File: config.mk
export PLATFORM = sky130hd
export DESIGN_NAME = burst_addr_gen
export DESIGN_NICKNAME = d
export VERILOG_FILES = /design/src/rtl/bag_pkg.sv /design/src/rtl/bag_ctl.sv /design/src/rtl/bag_beat_cnt.sv /design/src/rtl/bag_base_reg.sv /design/src/rtl/bag_ofs_map.sv /design/src/rtl/burst_addr_gen.sv
export SDC_FILE = /design/constraint.sdc
export NUM_CORES = 1
export LEC_CHECK = 0
export BUFFER_PORTS_ARGS = -buffer_cell sky130_fd_sc_hd__buf_2
export CAP_MARGIN = 20
export CORE_MARGIN = 2
export CORE_UTILIZATION = 45
export CTS_CLUSTER_DIAMETER = 200
export DETAILED_ROUTE_END_ITERATION = 7
export GPL_TIMING_DRIVEN = 0
export HOLD_SLACK_MARGIN = 0.06
export PLACE_DENSITY_LB_ADDON = 0.15
export SETUP_SLACK_MARGIN = 0.02
export SYNTH_ARGS = -nofsm -noshare
export SYNTH_HDL_FRONTEND = slang
export SYNTH_SLANG_ARGS = --single-unit
export TNS_END_PERCENT = 50
File: constraint.sdc
create_clock -name clk_i -period 2.5 [get_ports clk_i]
set_input_delay 0.25 -clock clk_i [delete_from_list [all_inputs] [get_ports clk_i]]
set_output_delay 0.25 -clock clk_i [all_outputs]
set_load 0.05 [all_outputs]
File: src/rtl/bag_pkg.sv
package bag_pkg;

    localparam int OFS_W = 2;

    typedef logic [OFS_W-1:0] ofs_t;

    typedef enum logic [1:0] {
        ACT_HOLD = 2'd0,
        ACT_LOAD = 2'd1,
        ACT_STEP = 2'd2
    } act_e;

    typedef enum logic {
        ORDER_LINEAR = 1'b0,
        ORDER_XOR    = 1'b1
    } order_e;

    typedef struct packed {
        ofs_t start;
        ofs_t beat;
    } walk_t;

    function automatic ofs_t burst_offset(input walk_t w, input order_e ord);
        ofs_t r;
        if (ord == ORDER_XOR) r = w.start ^ w.beat;
        else                  r = w.start + w.beat;
        return r;
    endfunction

endpackage

File: src/rtl/bag_ctl.sv
module bag_ctl
    import bag_pkg::*;
(
    input  logic load_a_i,
    input  logic load_b_i,
    input  logic adv_n_i,
    output act_e act_o
);
    always_comb begin
        if (load_a_i || load_b_i) act_o = ACT_LOAD;
        else if (!adv_n_i)        act_o = ACT_STEP;
        else                      act_o = ACT_HOLD;
    end
endmodule

File: src/rtl/bag_beat_cnt.sv
module bag_beat_cnt
    import bag_pkg::*;
(
    input  logic clk_i,
    input  logic rst_i,
    input  act_e act_i,
    output ofs_t beat_o
);
    always_ff @(posedge clk_i) begin
        if (rst_i)                  beat_o <= '0;
        else if (act_i == ACT_LOAD) beat_o <= '0;
        else if (act_i == ACT_STEP) beat_o <= beat_o + ofs_t'(1);
    end

    // a step moves the beat by one, wrapping modulo 4
    p_step_inc_r9: assert property (@(posedge clk_i) disable iff (rst_i)
        (act_i == ACT_STEP) |=> (beat_o == ofs_t'($past(beat_o) + 1)));
    // a load clears the beat whatever advance does
    p_load_clear_r7: assert property (@(posedge clk_i) disable iff (rst_i)
        (act_i == ACT_LOAD) |=> (beat_o == '0));
endmodule

File: src/rtl/bag_base_reg.sv
module bag_base_reg
    import bag_pkg::*;
#(
    parameter int ADDR_W = 12
) (
    input  logic              clk_i,
    input  logic              rst_i,
    input  act_e              act_i,
    input  logic [ADDR_W-1:0] ext_addr_i,
    output logic [ADDR_W-1:0] base_o
);
    always_ff @(posedge clk_i) begin
        if (rst_i)                  base_o <= '0;
        else if (act_i == ACT_LOAD) base_o <= ext_addr_i;
    end

    // the captured address is frozen outside load edges
    p_base_frozen_r3: assert property (@(posedge clk_i) disable iff (rst_i)
        (act_i != ACT_LOAD) |=> $stable(base_o));
endmodule

File: src/rtl/bag_ofs_map.sv
module bag_ofs_map
    import bag_pkg::*;
(
    input  ofs_t start_i,
    input  ofs_t beat_i,
    input  logic order_i,
    output ofs_t ofs_o
);
    walk_t w;
    always_comb begin
        w.start = start_i;
        w.beat  = beat_i;
        ofs_o   = burst_offset(w, order_e'(order_i));
    end
endmodule

File: src/rtl/burst_addr_gen.sv
module burst_addr_gen
    import bag_pkg::*;
#(
    parameter int ADDR_W = 12
) (
    input  logic              clk_i,
    input  logic              rst_i,
    input  logic              load_a_i,
    input  logic              load_b_i,
    input  logic              adv_n_i,
    input  logic              order_i,
    input  logic [ADDR_W-1:0] ext_addr_i,
    output logic [ADDR_W-1:0] addr_o,
    output logic [1:0]        beat_o
);
    localparam int HI_W = ADDR_W - OFS_W;

    act_e              act;
    ofs_t              beat;
    ofs_t              ofs;
    logic [ADDR_W-1:0] base;

    bag_ctl u_ctl (
        .load_a_i (load_a_i),
        .load_b_i (load_b_i),
        .adv_n_i  (adv_n_i),
        .act_o    (act)
    );

    bag_beat_cnt u_beat (
        .clk_i  (clk_i),
        .rst_i  (rst_i),
        .act_i  (act),
        .beat_o (beat)
    );

    bag_base_reg #(.ADDR_W(ADDR_W)) u_base (
        .clk_i      (clk_i),
        .rst_i      (rst_i),
        .act_i      (act),
        .ext_addr_i (ext_addr_i),
        .base_o     (base)
    );

    bag_ofs_map u_map (
        .start_i (base[OFS_W-1:0]),
        .beat_i  (beat),
        .order_i (order_i),
        .ofs_o   (ofs)
    );

    assign addr_o = {base[ADDR_W-1:OFS_W], ofs};
    assign beat_o = beat;

    // no load and advance high keeps the address and beat
    p_hold_r8: assert property (@(posedge clk_i) disable iff (rst_i)
        (!load_a_i && !load_b_i && adv_n_i) |=> ($stable(addr_o) && $stable(beat_o)));
    // a load presents the external address on the next cycle
    p_load_addr_r2: assert property (@(posedge clk_i) disable iff (rst_i)
        (load_a_i || load_b_i) |=> (addr_o == $past(ext_addr_i)));
    // upper bits never move without a load
    p_upper_r3: assert property (@(posedge clk_i) disable iff (rst_i)
        (!load_a_i && !load_b_i) |=> $stable(addr_o[ADDR_W-1:OFS_W]));
    // the step from beat 3 lands on the start offset again
    p_wrap_r6: assert property (@(posedge clk_i) disable iff (rst_i)
        (!load_a_i && !load_b_i && !adv_n_i && beat_o == 2'd3 && $stable(order_i))
        |=> (addr_o[OFS_W-1:0] == base[OFS_W-1:0]));

    initial begin
        assert (HI_W >= 1) else $error("ADDR_W must exceed the offset width");
    end
endmodule

### Word level (Yosys, flattened, before mapping)

Cells that the tools add are included.

* add/sub/neg operators: 2
* eq/ne operators: 2
* muxes and demuxes: 3
* bitwise logic cells: 1
* reduce and logical (&&, ||, !) cells: 2

Operator list (number)
* 2-bit two-way mux: 3
* 2-bit by 1-bit adder with 2-bit output (second input constant): 1
* 2-bit adder: 1
* 2-bit by 1-bit equality test with 1-bit output (second input constant): 1
* 2-bit equality test (second input constant): 1
* 2-bit OR reduction: 1
* 2-bit bitwise XOR: 1
* 1-bit logical OR: 1

* bits in registers: 14
* input port bits: 18
* output and inout bits: 14
* logic and storage cells: 12

### Depth between registers and ports, before layout

Gate-level depths: netlist of run 1.

* depth after elaboration: 4
* gate-level depth with buffers: 5
* gate-level depth less buffers: 3

### Modules after synthesis

Synthesis of run 1 repeated with hierarchy kept, for this count alone.

* cells, all modules: 72
* area total of the unflattened synthesis: 701.9 um^2

Modules (own cells, without submodules)
* bag_base_reg: instances 1, cells an instance 54, area each 558.0 um^2
* bag_beat_cnt: instances 1, cells an instance 12, area each 96.3 um^2
* bag_ofs_map: instances 1, cells an instance 4, area each 36.3 um^2
* bag_ctl: instances 1, cells an instance 2, area each 11.3 um^2

### Worst setup path after synthesis of run 1

OpenSTA, ideal clock, no wires.

* kind: register -> output
* start: reg u_beat.beat_o[0]
* end: out addr_o[1]
* arrival time: 1.696 ns
* setup slack: 0.554 ns
* cell stages (with the launch flop): 4
* path through: dfxtp_1 -> ha_1 -> nor2b_1 -> xnor2_1

* longest elaborated chain between the ends: 2

Ends and longest elaborated chain
* start, declared: RTL line bag_beat_cnt.sv:7 `output ofs_t beat_o`
* start signal, assigned: RTL line bag_beat_cnt.sv:12 `else if (act_i == ACT_STEP) beat_o <= beat_o + ofs_t'(1);`
* 2-bit adder: RTL line bag_pkg.sv:26 `else r = w.start + w.beat;`
* 2-bit two-way mux: RTL line bag_pkg.sv:25 `if (ord == ORDER_XOR) r = w.start ^ w.beat;`
* end, declared: RTL line burst_addr_gen.sv:13 `output logic [ADDR_W-1:0] addr_o,`

No other way between the ends.

### Worst setup path after layout of run 1

Same ends and word-level chain as after synthesis.

==> flow_metrics.env, run 1 <==
export IMPL_status="completed"
export IMPL_synth_largest_area_cell="dfxtp_1"
export IMPL_clkLatencyLatePin_ns=0.27
export IMPL_drc=0
export IMPL_cap_violations=0
export IMPL_postRouteAntennaNets=0
export IMPL_setup_viol=0
export IMPL_ys_seq_elements=14
export IMPL_ys_seq_area_frac=0.4471
export IMPL_min_period_over_period=0.6333
export IMPL_tightest_slew_ns=0.4563
export IMPL_clock_power_share=0.254
export IMPL_core_sq_um=1301
export IMPL_cts_setup_buffers=0
export IMPL_diodes=0
export IMPL_synth_fp_nets=94
export IMPL_switching_power_uw=148.9
export IMPL_ios=32
export IMPL_crit_arrival_ns=1.33
export IMPL_io_buffers=31
export IMPL_rsz0062_at_grt="false"
export IMPL_dr_pass1_iters=3
export IMPL_min_period_ns=1.583
export IMPL_finalClockSkew_ns=0.00003361
export IMPL_tns_ns=0
export IMPL_cts_reportedPaths_clkPinSlew_ns=0.08
export IMPL_final_nets=130
export IMPL_die_height_um=41.32
export IMPL_slew_viol_final=0
export IMPL_grt_use_total=0.1583
export IMPL_cts_num_sinks=14
export IMPL_place_area_sq_um=800.8
export IMPL_synth_top_cell_area_share=0.4471
export IMPL_area_growth_pct=31.34
export IMPL_drive_gt1_frac=0.4495
export IMPL_cts_resized=0
export IMPL_slew_headroom=0.6958
export IMPL_vias=569
export IMPL_cts_tree="done"
export IMPL_antenna_found_initial=0
export IMPL_cts_root_buf="clkbuf_4"
export IMPL_die_width_um=41.32
export IMPL_gr_usage_met2=0.2344
export IMPL_synth_area_sq_um=626.9
export IMPL_cts_buffers=3
export IMPL_final_design_area_no_fill_sq_um=823.3
export IMPL_grt_use_met3=0.03191
export IMPL_synthTopCellsByArea="dfxtp_1 45%, nand2_1 14%, buf_4 12%, a21oi_1 9.6%, xnor2_1 4.2%"
export IMPL_place_gp_congestion=0.6816
export IMPL_grt_pass1_wl_um=1704
export IMPL_dp_slack_ns=1.206
export IMPL_hpwl_um=979.4
export IMPL_internal_power_uw=334.3
export IMPL_cts_max_level=1
export IMPL_syn_avg_cell_area_sq_um=8.358
export IMPL_drt_initial_drc_count=1
export IMPL_use_met1=0.2098
export IMPL_fmax_mhz=631.6
export IMPL_path_class="flop to primary output"
export IMPL_worstPathRequired_ns=2.25
export IMPL_totalWireLength_um=1252
export IMPL_p_comb_frac=0.245
export IMPL_crit_path_max_fanout=4
export IMPL_nFillCells=130
export IMPL_p_leak_uw=0.0004256
export IMPL_layout_setup_ws_ns=0.9166
export IMPL_ir_worst_vdd_v=0.0003745
export IMPL_postCtsHoldBufs=0
export IMPL_wire_per_inst_um=10.10
export IMPL_synthCells=75
export IMPL_grt_max_degree=11
export IMPL_powerDensity_nw_per_um2=586.9
export IMPL_hp_class="input pin to flop"
export IMPL_start_util=0.4817
export IMPL_finalHoldViolCount=0
export IMPL_viasPerCell=4.589
export IMPL_die_area_sq_um=1707
export IMPL_synth_cell_types=14
export IMPL_rows=13
export IMPL_ys_warn_count=0
export IMPL_switching_share=0.3082
export IMPL_grt_pass1_vias=426
export IMPL_end_kind="primary output"
export IMPL_cts_buffer_depth=2
export IMPL_top_usage_layer="met2"
export IMPL_cp_start_kind="flop"
export IMPL_p_seq_frac=0.501
export IMPL_grt_ovfl_total=0
## cells in the mapped netlist
cell type  count
a21oi_1       12
buf_2          1
buf_4         10
buf_6          2
clkbuf_1       1
dfxtp_1       14
ha_1           1
nand2_1       24
nor2_1         1
nor2b_1        3
nor3_2         1
nor4_2         1
or2_1          1
xnor2_1        3
## state kept, by name, indices dropped and copies added (netlist names)
register,flops
u_beat.beat_o,2
u_base.base_o,12
## kinds of logic (layout without fill, tap and decap cells)
logic type | after synthesis | in the layout | synth area share
flops | 14 | 14 | 0.4471
simple gates | 31 | 31 | 0.2256
compound gates | 12 | 12 | 0.09581
fa+ha+maj | 1 | 1 | 0.01996
buf+inv | 14 | 48 | 0.1696
xor+xnor | 3 | 3 | 0.04192
## cell type report
type / count / area (sq um) / share of cell area
multi-input cells: 47 / 240.2 / 0.2918
plain buffers: 14 / 106.4 / 0.1292
flip-flops and latches: 14 / 280.3 / 0.3404
repair buffers: 31 / 155.1 / 0.1884
clock buffers: 3 / 22.52 / 0.02736
well taps: 15 / 18.77 / 0.02280
## worst max-delay path, stage by stage (launching register included)
cell and delay, ns:
dfxtp_1 0.37, ha_1 0.14, nor2b_1 0.14, xnor2_1 0.12, buf_2 0.28
## cells in the final DEF (no fill, tap or decap)
cell type and n:
buf_2 32, nand2_1 24, dfxtp_1 14, a21oi_1 12, buf_4 10, xnor2_1 3, nor2b_1 3, clkbuf_4 3
buf_6 2, nor2_1 1, or2_1 1, clkbuf_1 1, nor3_2 1, nor4_2 1, ha_1 1
## through the flow
step	total power, uW	hold WS, ns	std cells	utilization
2_1_floorplan	335.3	0.3191	75	-
3_3_place_gp	363.8	0.4385	121	0.6154
6_report	483.2	0.2079	124	0.6327
5_1_grt	504.5	0.2203	124	0.6327
4_1_cts	486.9	0.2059	124	0.6327
3_5_place_dp	366.9	0.4460	121	0.6154
## power groups by stage
stage          sequential (uW)  combinational [uW]  clock (uW)
6_report                   242                 118         123
5_1_grt                    244                 128         133
4_1_cts                    242                 120         125
3_5_place_dp               247                 119           0
3_3_place_gp               247                 117           0
2_1_floorplan              248                87.7           0
## worst paths after layout
check | from | endpoint | slack [ns] | cells past startpoint
setup / recovery | u_beat.beat_o[0] | addr_o[1] | 0.92 | 4
setup reg to reg | u_beat.beat_o[0] | u_beat.beat_o[1] | 1.57 | 3
hold / removal | rst_i | u_beat.beat_o[1] | 0.21 | 2
hold reg to reg | u_base.base_o[3] | u_base.base_o[3] | 0.45 | 2
## per-layer routing
| metal | vias up | part of all wire |
|---|---|---|
| met5 | - | 0 |
| met4 | 0 | 0.0048 |
| met3 | 2 | 0.062 |
| met2 | 18 | 0.49 |
| met1 | 251 | 0.44 |
| li1 | 298 | - |
(Power assumes the default switching activity.)
==> run 2: changes to the inputs <==
CORE_UTILIZATION = 42   (was 45)
clock period = 1.48 ns   (was 2.5 ns; I/O delays follow)
==> run 2 against run 1 <==
Effect of this change:
- sequential share of layout area is 2.0 points lower
- clock skew hardly changed
- power is 84% higher
- final cell count is 0.81% higher
- sequential power is 69% higher
- hold slack worse by 0.10 ns
- setup slack worse by 0.84 ns
- non-clock buffer count stayed put
- largest power group unchanged
==> flow_metrics.env, run 2 (synthesis results as in run 1) <==
export IMPL_end_kind="primary output"
export IMPL_slew_viol_final=0
export IMPL_layout_commonest_cell="buf_2"
export IMPL_rsz0062_at_grt="false"
export IMPL_cts_buffer_depth=2
export IMPL_worstReg2RegEnd="u_beat.beat_o[1]"
export IMPL_tightest_slew_ns=0.4500
export IMPL_reg2reg_depth=3
export IMPL_clkLatencyLatePin_ns=0.27
export IMPL_cts_max_level=1
export IMPL_dr_pass1_iters=3
export IMPL_cp_slowest_cell="dfxtp_2"
export IMPL_final_nets=130
export IMPL_final_design_area_no_fill_sq_um=878.3
export IMPL_slew_headroom=0.7000
export IMPL_min_period_ns=1.407
export IMPL_cp_num_buf_inv=1
export IMPL_cts_buffers=3
export IMPL_nFillCells=129
export IMPL_regArea_sq_um=281.5
export IMPL_path_class="flop to primary output"
export IMPL_powerDensity_nw_per_um2=1011
export IMPL_hpwl_um=873.7
export IMPL_cts_setup_buffers=0
export IMPL_core_sq_um=1350
export IMPL_wl_met1_um=529
export IMPL_wl_met3_um=64
export IMPL_antenna_found_initial=0
export IMPL_holdPathEnd="u_base.base_o[11]"
export IMPL_grt_pass1_vias=484
export IMPL_die_width_um=42.63
export IMPL_r2r_start="u_beat.beat_o[0]"
export IMPL_rows=13
export IMPL_drc=0
export IMPL_crit_path_max_fanout=4
export IMPL_die_area_sq_um=1817
export IMPL_postRouteAntennaNets=0
export IMPL_cts_num_sinks=14
export IMPL_largest_reg_flops=12
export IMPL_dp_cells=121
export IMPL_cts_tree="done"
export IMPL_fmax_mhz=710.5
export IMPL_cap_violations=0
export IMPL_status="completed"
export IMPL_fin_hold_ws_ns=0.1060
export IMPL_path_cells="ha_1 -> nor2b_4 -> xnor2_4 -> buf_6"
export IMPL_area_growth_pct=40.12
export IMPL_cts_reportedPaths_clkPinSlew_ns=0.08
export IMPL_place_area_sq_um=820.8
export IMPL_critPathTopFamily="flip-flops"
export IMPL_setup_viol=0
export IMPL_vias=556
export IMPL_wire_per_inst_um=9.488
export IMPL_cts_root_buf="clkbuf_4"
export IMPL_min_from="ext_addr_i[11]"
export IMPL_multi_input_area_sq_um=274.0
export IMPL_start_util=0.4643
export IMPL_totalWireLength_um=1186
export IMPL_die_height_um=42.63
export IMPL_top_register="u_base.base_o"
export IMPL_tns_ns=0
export IMPL_crit_arrival_ns=1.26
export IMPL_largest_registers="u_base.base_o: 12 flops, u_beat.beat_o: 2 flops"
export IMPL_grt_max_degree=11
export IMPL_slowest_delay_ns=0.34
export IMPL_diodes=0
export IMPL_drive_gt1_frac=0.4909
export IMPL_grt_use_total=0.1395
export IMPL_worstPathRequired_ns=1.33
export IMPL_cp_start_kind="flop"
export IMPL_layout_common_cells="31 x buf_2, 24 x nand2_1, 13 x dfxtp_1"
export IMPL_ir_worst_vdd_v=0.0006605
export IMPL_top_layer="met3"
export IMPL_finalClockSkew_ns=0.0003428
export IMPL_io_buffers=31
export IMPL_ios=32
export IMPL_finalHoldViolCount=0
export IMPL_p_leak_uw=0.0004456
export IMPL_reg2reg_slack_ns=0.60
export IMPL_grt_ovfl_total=0
export IMPL_viasPerCell=4.448
export IMPL_drt_initial_drc_count=3
export IMPL_grt_pass1_wl_um=1925
export IMPL_layout_cells_non_filler=125
export IMPL_wl_met2_um=592
export IMPL_min_period_over_period=0.9510
export IMPL_place_gp_congestion=0.6680
export IMPL_hold_depth=3
export IMPL_hp_class="input pin to flop"
-- run 2: changes by cell type in the layout (fill, tap and decap cells not counted), sizes merged --
cell / delta
clkbuf: +1
-- run 2: what timing repair did --
item | CTS | global route
hold buffers | 0 | 0
pin swaps | 0 | 0
endpoints found under the setup margin | 1 | 1
gates resized for setup | 4 | 1
-- run 2: worst reg2reg max path, cell delays in order, from the launching register on --
cell     delay, ns
dfxtp_2       0.35
nor2b_1       0.22
xnor2_1       0.16
nor3_2        0.05
-- run 2: final cells by class --
class,instances,share of cell area
Tap cell,15,0.02137
Timing Repair Buffer,31,0.1838
Buffer,14,0.1211
Sequential cell,14,0.3205
Clock buffer,4,0.04131
Multi-Input combinational cell,47,0.3120
-- run 2: metal layers --
| metal | up-vias | global-route usage |
|---|---|---|
| met5 | - | 0 |
| li1 | 298 | - |
| met4 | 0 | 0.03750 |
| met1 | 241 | 0.1706 |
| met2 | 17 | 0.2182 |
| met3 | 0 | 0.06466 |
-- run 2: worst max-delay path by stage --
stage / from / endpoint / slack [ns] / depth (start not counted)
2_1_floorplan: u_beat.beat_o[1] / addr_o[1] / 0.04 / 2
3_3_place_gp: u_base.base_o[0] / addr_o[1] / 0.15 / 4
3_5_place_dp: u_base.base_o[0] / addr_o[1] / 0.14 / 4
4_1_cts: u_base.base_o[0] / addr_o[1] / 0.03 / 4
5_1_grt: u_beat.beat_o[0] / addr_o[1] / 0.02 / 4
6_report: u_beat.beat_o[0] / addr_o[1] / 0.07 / 4
-- run 2: where the power goes --
group          total [uW]  internal, uW  switching (uW)
combinational         208          79.5             129
sequential            409           398            11.3
clock                 271           149             122
-- run 2: per-stage QoR --
step	setup slack (ns)	total power (uW)	utilization
2_1_floorplan	0.04415	571.2	-
3_3_place_gp	0.1458	619.2	0.6080
3_5_place_dp	0.1381	622.8	0.6080
4_1_cts	0.03361	900.6	0.6478
5_1_grt	0.02356	932.5	0.6506
6_report	0.07257	888.4	0.6506
